==> config.mk <==
export PLATFORM = sky130hd
export DESIGN_NAME = conv_req_queue
export DESIGN_NICKNAME = d
export VERILOG_FILES = /design/src/rtl/conv_req_queue.sv
export SDC_FILE = /design/constraint.sdc
export NUM_CORES = 1
export LEC_CHECK = 0
export BUFFER_PORTS_ARGS = -buffer_cell sky130_fd_sc_hd__buf_4
export CORE_MARGIN = 8
export CORE_UTILIZATION = 45
export CTS_CLUSTER_SIZE = 8
export DETAILED_ROUTE_END_ITERATION = 10
export SLEW_MARGIN = 0
export SYNTH_ARGS = -nofsm -noshare
export SYNTH_HDL_FRONTEND = slang
export SYNTH_SLANG_ARGS = --single-unit
==> constraint.sdc <==
create_clock -name clk -period 3.2 [get_ports clk]
set_clock_uncertainty 0.2 [all_clocks]
set_input_delay 0.16 -clock clk [delete_from_list [all_inputs] [get_ports clk]]
set_output_delay 0.16 -clock clk [all_outputs]
set_load 0.005 [all_outputs]
==> src/rtl/conv_req_queue.sv <==
module conv_req_queue #(
  parameter int DEPTH = 4,
  parameter int CH_W  = 5
) (
  input  logic            clk,
  input  logic            rst_n,
  input  logic            wr_en,
  input  logic [CH_W-1:0] wr_chan,
  input  logic            wr_trig,
  input  logic            wr_refill,
  input  logic            wr_irq_en,
  output logic            wr_ovf,
  input  logic            flush,
  input  logic            trig_in,
  output logic            req,
  output logic [CH_W-1:0] req_chan,
  input  logic            conv_start,
  input  logic            conv_abort,
  input  logic            conv_done,
  output logic            irq
);
  localparam int E_W   = CH_W + 3;
  localparam int CNT_W = $clog2(DEPTH + 1);
  localparam int B_TRG = CH_W;
  localparam int B_RFL = CH_W + 1;
  localparam int B_IRQ = CH_W + 2;
  localparam logic [CNT_W-1:0] FULL = CNT_W'(DEPTH);

  logic [E_W-1:0]   q   [DEPTH];
  logic [E_W-1:0]   q_n [DEPTH];
  logic [CNT_W-1:0] cnt;
  logic [E_W-1:0]   bkp, run;
  logic             bkp_v, run_v, trig_q, trig_pend;

  wire [E_W-1:0] head     = q[0];
  wire           head_v   = cnt != '0;
  wire           full     = cnt == FULL;
  wire           trig_edg = trig_in & ~trig_q;
  wire           head_rdy = head_v & (~head[B_TRG] | trig_pend);

  assign req      = ~run_v & (bkp_v | head_rdy);
  assign req_chan = bkp_v ? bkp[CH_W-1:0] : head[CH_W-1:0];

  wire           take    = req & conv_start;
  wire           pop     = take & ~bkp_v;
  wire           refill  = pop & head[B_RFL];
  wire           sw_push = wr_en & ~full & ~refill;
  wire           push    = refill | sw_push;
  wire [E_W-1:0] pdata   = refill ? head : {wr_irq_en, wr_refill, wr_trig, wr_chan};
  wire [CNT_W-1:0] wr_idx = cnt - CNT_W'(pop);

  always_comb begin
    q_n = q;
    if (pop) begin
      for (int i = 0; i < DEPTH - 1; i++) q_n[i] = q[i+1];
      q_n[DEPTH-1] = '0;
    end
    if (push)
      for (int i = 0; i < DEPTH; i++)
        if (CNT_W'(i) == wr_idx) q_n[i] = pdata;
  end

  always_ff @(posedge clk or negedge rst_n) begin
    if (!rst_n) begin
      for (int i = 0; i < DEPTH; i++) q[i] <= '0;
      cnt       <= '0;
      bkp       <= '0;
      bkp_v     <= 1'b0;
      run       <= '0;
      run_v     <= 1'b0;
      trig_q    <= 1'b0;
      trig_pend <= 1'b0;
      wr_ovf    <= 1'b0;
      irq       <= 1'b0;
    end else begin
      trig_q <= trig_in;
      wr_ovf <= wr_en & ~flush & (full | refill);
      irq    <= conv_done & ~conv_abort & run_v & run[B_IRQ];

      if (run_v && conv_abort) begin
        bkp   <= run;
        bkp_v <= 1'b1;
        run_v <= 1'b0;
      end else if (run_v && conv_done) begin
        run_v <= 1'b0;
      end
      if (take) begin
        run   <= bkp_v ? bkp : head;
        run_v <= 1'b1;
        if (bkp_v) bkp_v <= 1'b0;
      end

      if (pop) trig_pend <= 1'b0;
      else if (trig_edg && head_v && head[B_TRG]) trig_pend <= 1'b1;

      q   <= q_n;
      cnt <= cnt - CNT_W'(pop) + CNT_W'(push);

      if (flush) begin
        cnt       <= '0;
        bkp_v     <= 1'b0;
        trig_pend <= 1'b0;
      end
    end
  end


  cnt_bound_chk: assert property (@(posedge clk) disable iff (!rst_n)
    cnt <= FULL);

  full_write_ovf_chk: assert property (@(posedge clk) disable iff (!rst_n)
    (wr_en && !flush && full && !pop) |=> (wr_ovf && cnt == $past(cnt)));

  refill_keeps_count_chk: assert property (@(posedge clk) disable iff (!rst_n)
    (pop && head[B_RFL] && !flush) |=> cnt == $past(cnt));

  abort_parks_chk: assert property (@(posedge clk) disable iff (!rst_n)
    (run_v && conv_abort && !flush) |=> (bkp_v && req));

  busy_no_req_chk: assert property (@(posedge clk) disable iff (!rst_n)
    (req && conv_start) |=> !req);

  irq_pulse_chk: assert property (@(posedge clk) disable iff (!rst_n)
    irq |=> !irq);

  flush_quiet_chk: assert property (@(posedge clk) disable iff (!rst_n)
    (flush && !wr_en && !(run_v && conv_abort)) |=> !req);
endmodule

=== Word-level counts from Yosys, hierarchy flattened ===
Cells that the tools add are included.

* Register bits after elaboration: 57
* Word-level logic and storage cells: 72
* Input bits: 16
* Output and inout port bits: 8

* $add $sub $neg: 2
* Eq/ne operators: 4
* Reduce and logical (&&, ||, !) cells: 8
* Muxes and demuxes: 20
* Bitwise operators: 25

{| class="wikitable"
|+ Operators with widths
! cell !! number
|-
| 32-bit two-way mux || 2
|-
| 8-bit two-way mux || 6
|-
| 1-bit AND || 13
|-
| 1-bit two-way mux || 10
|-
| 3-bit nonzero test || 3
|-
| 1-bit inverter || 8
|-
| 2-bit by 3-bit equality test with 1-bit output, first input constant || 2
|-
| 5-bit two-way mux || 1
|-
| 1-bit logical AND || 4
|-
| 1-bit bitwise OR || 4
|-
| 3-bit by 1-bit adder with 3-bit output || 1
|-
| 1-bit by 3-bit equality test with 1-bit output, first input constant || 1
|-
| 3-bit equality test, second input constant || 1
|-
| 3-bit logical NOT || 1
|-
| 3-bit two-way mux || 1
|-
| 3-bit by 1-bit subtractor with 3-bit output || 1
|}

=== Logic depth before layout (Yosys ltp) ===
Gate-level depths: netlist of run 1.

* Depth in word-level cells: 13
* Mapped depth: 14
* Mapped depth without buffers: 9

=== Worst setup path after synthesis of run 1 ===
No wires, ideal clock.

* Path type: reg-to-reg
* Start: register cnt[0]
* End: register q, in the netlist head[0]
* Clock period less this slack: 3.364 ns
* Data arrival time: 3.043 ns
* Library setup time: 0.120 ns
* Stages on the path, launching flop included: 15
* Path buffers: 5
* Setup slack: -0.164 ns
* Cells stage by stage: dfrtp_1 buf_6 or3_4 buf_6 nand3_2 buf_2 buf_2 nor2_1 ha_1 xnor2_2 nand4_2 nand2_1 buf_2 nand2_1 o211a_1

{| class="wikitable"
|+ RTL lines
! item !! RTL line !! text
|-
| start, declared || 31 || <nowiki>logic [CNT_W-1:0] cnt;</nowiki>
|-
| start signal, assigned || 97 || <nowiki>cnt <= cnt - CNT_W'(pop) + CNT_W'(push);</nowiki>
|-
| end signal, assigned || 96 || <nowiki>q <= q_n;</nowiki>
|-
| end, declared || 29 || <nowiki>logic [E_W-1:0] q [DEPTH];</nowiki>
|}

==> reports/metrics.cfg, run 1 <==
[status]
status=finished clean

[global_routing]
use_met2_pct=30.72
grt_antenna_before_repair=0
grt_pass1_vias=2793
overflow=0
top_usage_layer=met2
grt.total_usage_pct=18.19
grt_pass1_wl_um=14660
grt_use_met3_pct=2.762
use_met1_pct=23.67
grt_max_degree=54

[route]
vias=2754
drc=0
routed_wl_um=8769
avgViaCountPerCell=5.935
wl_per_cell_um=18.90
antenna_left=0
detail_route.first_pass.iterations=4
drtIter0Drc=230

[clock_network]
clkTransAtPathRegs_ns=0.10
cts.sinks=53
clockBufferDepth=2
cts_buffers=5
ctsRootBufferMaster=clkbuf_8
cts_tree=yes
clk_latency_ns=0.32
htreeDepth=2

[logic_synthesis]
synth_area_leaders=dfrtp_1 (41%), mux2_2 (5.5%), mux2i_1 (5.2%), nand2_1 (4.3%), o21ai_0 (3.2%)
synth_area_sq_um=3253
synthMuxAreaShare_pct=10.77
avgSynthCellArea_sq_um=9.653
synth_xor_area_share_pct=1.038
ys_seq_area_share_pct=40.77
yosysWarnings=0
yosysUniqueCellTypes=54
synth_top_family_by_area=compound AO/OA/AOI/OAI gates
netlist.area_leader.share_pct=40.77
synth-compound-area-share_pct=25.58
synthFlopType=dfrtp_1
synth_fp_nets=355
ys_async_sr_fraction_pct=100.0
synth_seq_cells=53
ys_top_cells_by_count=dfrtp_1 (53), nand2_1 (37), nor2_1 (24)
synth_edf_count=0
yosysTopAreaCell=dfrtp_1
synthAdderAreaFrac_pct=0.7692
synthSimpleGateAreaFrac_pct=16.15
yosysMostFrequentCell=dfrtp_1
syn_inst=337

[power]
irDropWorstVdd_uv=386.6
power_density_nw_per_um2=981.8
power_mw=3.651
power.leakage_nw=1.612

[setup_path]
rrSetupSlack_ns=0.13
cp_slowest_cell=dfrtp_1
path_class=register to register
worst_ep_arrival_time_ns=3.08
cpPeakStageDelay_ns=0.49
cp_cell_sequence=or3_4, nand3_2, nor2_1, ha_2, xnor2_4, nand4_4, nand2_2, nand2_1, o211a_1
startpoint_type=register
startpoint=cnt[2]
end_kind=register
r2r-end=head[3]
critical_path_required_ns=3.21
r2r-start=cnt[2]
r2r_cells=9
crit_fanout=16

[timing]
setup_viol=0
fin_crit_sh_pct=95.88
hold_violations=0
post-route-min-period_ns=3.068
max-slew-margin-rel_pct=53.95
tns_ns=0
rsz0062_at_grt=false
finalMaxSlewViolations=0
tightest_slew_ns=0.6908
max_freq_mhz=325.9

[cells_and_area]
syn2layout_area_growth_pct=14.31
nets=382
drive_gt1_share_pct=21.64
multi_input_area_sq_um=1794
diodes=0
regArea_sq_um=1326
nFillCells=682

[floorplanning]
core_sq_um=7137
initial_core_util_pct=45.58
rows=31
die_y_um=101.0
io_pins=24
dieArea_sq_um=10210
chipWidth_um=101.0

[run]
maxCapViolCount=0

[worst_hold_path]
hold_class=primary input to register
min_delay_path_depth=3
min_to=q[1]
worstHoldStart=wr_chan[1]

[placement]
gp_congestion=0.8751
dp_hpwl_um=5923
port_buffers=23

metal layers:
metal / up-vias / wire length, um
li1: 1325 / -
met2: 35 / 4404
met1: 1386 / 4076
met3: 8 / 221
met4: 0 / 66
met5: - / 0
final cells by class:
class | instances | share of cell area (%)
flip-flops and latches | 53 | 35.67
repair buffers | 43 | 9.421
clock buffers | 5 | 1.851
multi-input cells | 254 | 48.25
inverters | 7 | 0.7066
well taps | 99 | 3.331
clock inverters | 3 | 0.7739
cells in the final DEF, fill, tap and decap left out, types with 2 or more instances in the layout:
| cell type | instances |
|---|---|
| clkbuf_8 | 5 |
| mux2_2 | 16 |
| mux2i_1 | 17 |
| inv_1 | 6 |
| a211oi_2 | 2 |
| o211a_1 | 8 |
| buf_4 | 32 |
| a2bb2oi_1 | 6 |
| nor2_1 | 23 |
| nand3_1 | 2 |
| a31o_2 | 5 |
| nand2_1 | 36 |
| a311oi_1 | 9 |
| a31o_1 | 2 |
| o21ai_1 | 3 |
| and2_1 | 2 |
| a211o_1 | 7 |
| a32oi_1 | 2 |
| o21ai_0 | 21 |
| a311o_1 | 7 |
| a211oi_1 | 12 |
| nand2b_1 | 4 |
| nor3_1 | 18 |
| nand4_1 | 6 |
| a21oi_1 | 17 |
| dlygate4sd3_1 | 11 |
| and3_1 | 2 |
| dfrtp_1 | 53 |
state kept, by name (all words and copies together) (netlist names):
signal	count
run_v	1
bkp_v	1
irq	1
wr_ovf	1
run	6
trig_q	1
cnt	3
bkp	6
q	24
head	8
trig_pend	1
kinds of logic (layout without fill, tap and decap cells):
| group | after synthesis | after routing |
|---|---|---|
| multiplexers | 33 | 33 |
| buffers and inverters | 30 | 58 |
| AO/OA/AOI/OAI | 111 | 111 |
| flip-flops | 53 | 53 |
| XOR/XNOR | 3 | 3 |
| AND/OR/NAND/NOR | 105 | 105 |
| adder cells (fa/ha/maj) | 2 | 2 |
critical path, delay by kind of cell (launching register included):
kind / cells / cell delay (ns)
AOI/OAI and AO/OA: 1 / 0.31
adders and majority gates: 1 / 0.23
xor gates and xnor gates: 1 / 0.27
DFF: 1 / 0.49
and+or+nand+nor: 6 / 1.46
how the worst max path moves through the flow:
| stage | end | slack, ns | depth (start not counted) |
|---|---|---|---|
| after global routing | head[3] | 0.006 | 9 |
| after floorplan | q[6] | 0.06 | 14 |
| final | head[3] | 0.13 | 9 |
| after CTS | head[3] | 0.16 | 9 |
| after detailed placement | head[3] | 0.14 | 9 |
| after global placement | q[1] | 0.19 | 8 |
power breakdown:
group	switching, mW	leakage [nW]	internal (mW)
logic	1.16	0.898	0.887
clock network	0.252	0.0506	0.164
registers	0.224	0.663	0.964
repair_timing:
| action | CTS | global route |
|---|---|---|
| buffers inserted | 0 | 0 |
| hold buffers | 11 | 0 |
| endpoints found under the hold margin | 66 | 0 |
| endpoints found under the setup margin | 0 | 4 |
| resized for setup | 0 | 1 |
per-stage QoR:
stage | std cells | setup slack (ns) | cell area [sq um] | hold slack, ns | util [%]
after global routing | 464 | 0.005722 | 3719 | 0.03314 | 52.10
after global placement | 445 | 0.1886 | 3508 | 0.05955 | 49.16
after detailed placement | 445 | 0.1418 | 3508 | 0.05274 | 49.16
after CTS | 464 | 0.1614 | 3716 | 0.01352 | 52.07
final | 464 | 0.1318 | 3719 | 0.02403 | 52.10
after floorplan | 337 | 0.06485 | 3286 | -0.3356 | -
Power figures use the tool's default switching activity.
==> run 2: changes to the inputs <==
- ABC_AREA: unset -> 1
- PLACE_DENSITY: unset -> 0.65
==> reports/metrics.cfg, run 2 <==
[power]
power.leakage_nw=1.811  ; +12%
irDropWorstVdd_uv=444.9  ; +15%
power_density_nw_per_um2=914.2  ; -6.9%

[timing]
max_freq_mhz=404.9  ; +24%
fin_crit_sh_pct=77.18  ; -19 points
post-route-min-period_ns=2.470  ; -0.5983 ns
hold_violations=0  ; unchanged
setup_viol=0  ; unchanged
tns_ns=0  ; unchanged
rsz0062_at_grt=false
max-slew-margin-rel_pct=54.99  ; +1.0 points
tightest_slew_ns=0.6752  ; -0.01560 ns
finalMaxSlewViolations=0  ; unchanged
hold_ws_ns=0.03712  ; +0.01309 ns

[route]
drc=0  ; unchanged
drtIter0Drc=150  ; -35%
wl_per_cell_um=13.11  ; -31%
detail_route.first_pass.iterations=4  ; unchanged
vias=2365  ; -14%
avgViaCountPerCell=4.876  ; -18%
routed_wl_um=6357  ; -28%
antenna_left=0  ; unchanged

[clock_network]
clk_latency_ns=0.31  ; about the same
cts_buffers=5  ; unchanged
cts_hold_buf=7  ; -4
clkTransAtPathRegs_ns=0.10  ; about the same
htreeDepth=2  ; unchanged
post_cts_buffers=0  ; unchanged
cts.sinks=53  ; unchanged
ctsResizeCount=0  ; unchanged
clockBufferDepth=2  ; unchanged
ctsRootBufferMaster=clkbuf_8
cts_tree=yes

[floorplanning]
io_pins=24  ; unchanged
chipWidth_um=95.29  ; -5.7%
initial_core_util_pct=45.59  ; about the same
die_y_um=95.29  ; -5.7%
core_sq_um=6205  ; -13%
dieArea_sq_um=9079  ; -11%
rows=29  ; -6.5%

[logic_synthesis]
ys_async_sr_fraction_pct=100.0  ; unchanged
yosysUniqueCellTypes=27  ; -50%
avgSynthCellArea_sq_um=7.464  ; -23%
ys_top_cells_by_count=nand2_1 (195), dfrtp_1 (53), nand3_1 (34)
synth_area_sq_um=2829  ; -13%
yosysTopAreaCell=dfrtp_1
synth_fp_nets=397  ; +12%
synth_area_leaders=dfrtp_1 (47%), nand2_1 (26%), nand3_1 (6.0%), inv_1 (3.8%), o21ai_0 (3.0%)
synth_edf_count=0  ; unchanged
yosysMostFrequentCell=nand2_1
synth_seq_cells=53  ; unchanged
ys_seq_area_share_pct=46.88  ; +6.1 points
syn_inst=379  ; +12%
yosysWarnings=0  ; unchanged
netlist.area_leader.share_pct=46.88  ; +6.1 points
synthFlopType=dfrtp_1

[run]
maxCapViolCount=0  ; unchanged

[cells_and_area]
regMostFlops=q
largest_reg_flops=24  ; unchanged
nets=425  ; +11%
layout_common_cells=nand2_1 (195), dfrtp_1 (53), nand3_1 (34), inv_1 (29), buf_4 (27)
nFillCells=614  ; -10%
syn2layout_area_growth_pct=13.49
drive_gt1_share_pct=13.73  ; -7.9 points
layout_commonest_cell=nand2_1
diodes=0  ; unchanged

[setup_path]
end_kind=register
critical_path_required_ns=3.25  ; +0.04 ns
worst_ep_arrival_time_ns=2.52  ; -0.56 ns
crit_fanout=10  ; -6
startpoint_type=register
path_class=register to register

[global_routing]
grt_max_degree=54  ; unchanged
grt_pass1_wl_um=11390  ; -22%
grt_antenna_before_repair=0  ; unchanged
grt.total_usage_pct=15.74  ; -2.5 points
overflow=0  ; unchanged
grt_pass1_vias=2384  ; -15%

[placement]
gp_congestion=0.7610  ; -13%
dp_hpwl_um=4300  ; -27%
port_buffers=23  ; unchanged

[worst_hold_path]
hold_class=primary input to register

[status]
status=finished clean

[run 2: cell count changes in the layout (fill, tap and decap cells not counted), moves of 14 or more]
cell     previous run  this run
nor3_1             18         0
nor2_1             23         6
mux2i_1            17         0
inv_1               6        29
nand2_1            36       195
nand3_1             2        34
mux2_2             16         1
a21oi_1            17         3
[run 2: area by class of cell]
type,instances,area (sq um),area share (%)
Clock buffer,7,76.32,2.377
Clock inverter,1,7.507,0.2338
Inverter,32,120.1,3.741
Multi-Input combinational cell,281,1311,40.84
Sequential cell,53,1326,41.31
Tap cell,77,96.34,3.001
Timing Repair Buffer,34,272.8,8.496
[run 2: kinds of logic (layout without fill, tap and decap cells)]
group                    Yosys count  after routing  synth area share, %
XOR/XNOR                           1              1               0.3097
flip-flops                        53             53                46.88
multiplexers                       1              1               0.3980
AND/OR/NAND/NOR                  254            254                40.20
adder cells (fa/ha/maj)            2              2               0.8844
AO/OA/AOI/OAI                     23             23                4.555
buffers and inverters             45             74                6.767
[run 2: path summary, 6_finish.rpt]
kind,slack (ns),depth (start not counted),start,to
min in group asynchronous,0.22,2,rst_n,irq
worst min-delay path,0.04,4,conv_start,run[7]
worst max-delay path,0.73,13,cnt[0],q[9]
worst max register to register,0.73,13,cnt[0],q[9]
worst min register to register,0.30,2,bkp[4],bkp[4]
max in group asynchronous,2.12,2,rst_n,q[8]
[run 2: power by group]
part           switching [mW]  internal [mW]
clock network           0.219          0.155
registers               0.150          0.933
logic                   0.962          0.515
[run 2: metrics by stage]
step | cells | utilization, % | total power, mW | worst slack, ns | area (sq um)
after floorplan | 379 | - | 2.187 | 0.8247 | 2829
after global placement | 470 | 49.26 | 2.530 | 0.7963 | 3057
after detailed placement | 470 | 49.26 | 2.569 | 0.7496 | 3057
after CTS | 485 | 51.74 | 2.963 | 0.7215 | 3211
after global routing | 485 | 51.74 | 3.238 | 0.5270 | 3211
final | 485 | 51.74 | 2.935 | 0.7301 | 3211
[run 2: critical path, stage by stage, from the launching register on]
cell	delay, ns
dfrtp_1	0.43
nor2_2	0.19
a21oi_4	0.09
nand4_4	0.07
inv_2	0.04
nand2_1	0.08
inv_1	0.05
ha_1	0.18
xnor2_1	0.15
inv_1	0.11
nor2_2	0.38
buf_4	0.26
nand3_1	0.09
nand2_1	0.09
[run 2: metal layers]
metal	part of all wire (%)	up-vias	wire (um)	global-route usage, %
met3	5.7	4	364	3.465
met2	47	47	2967	25.03
met4	0.76	0	48	3.901
met1	47	1084	2976	21.19
met5	0	-	0	0
li1	-	1230	-	-
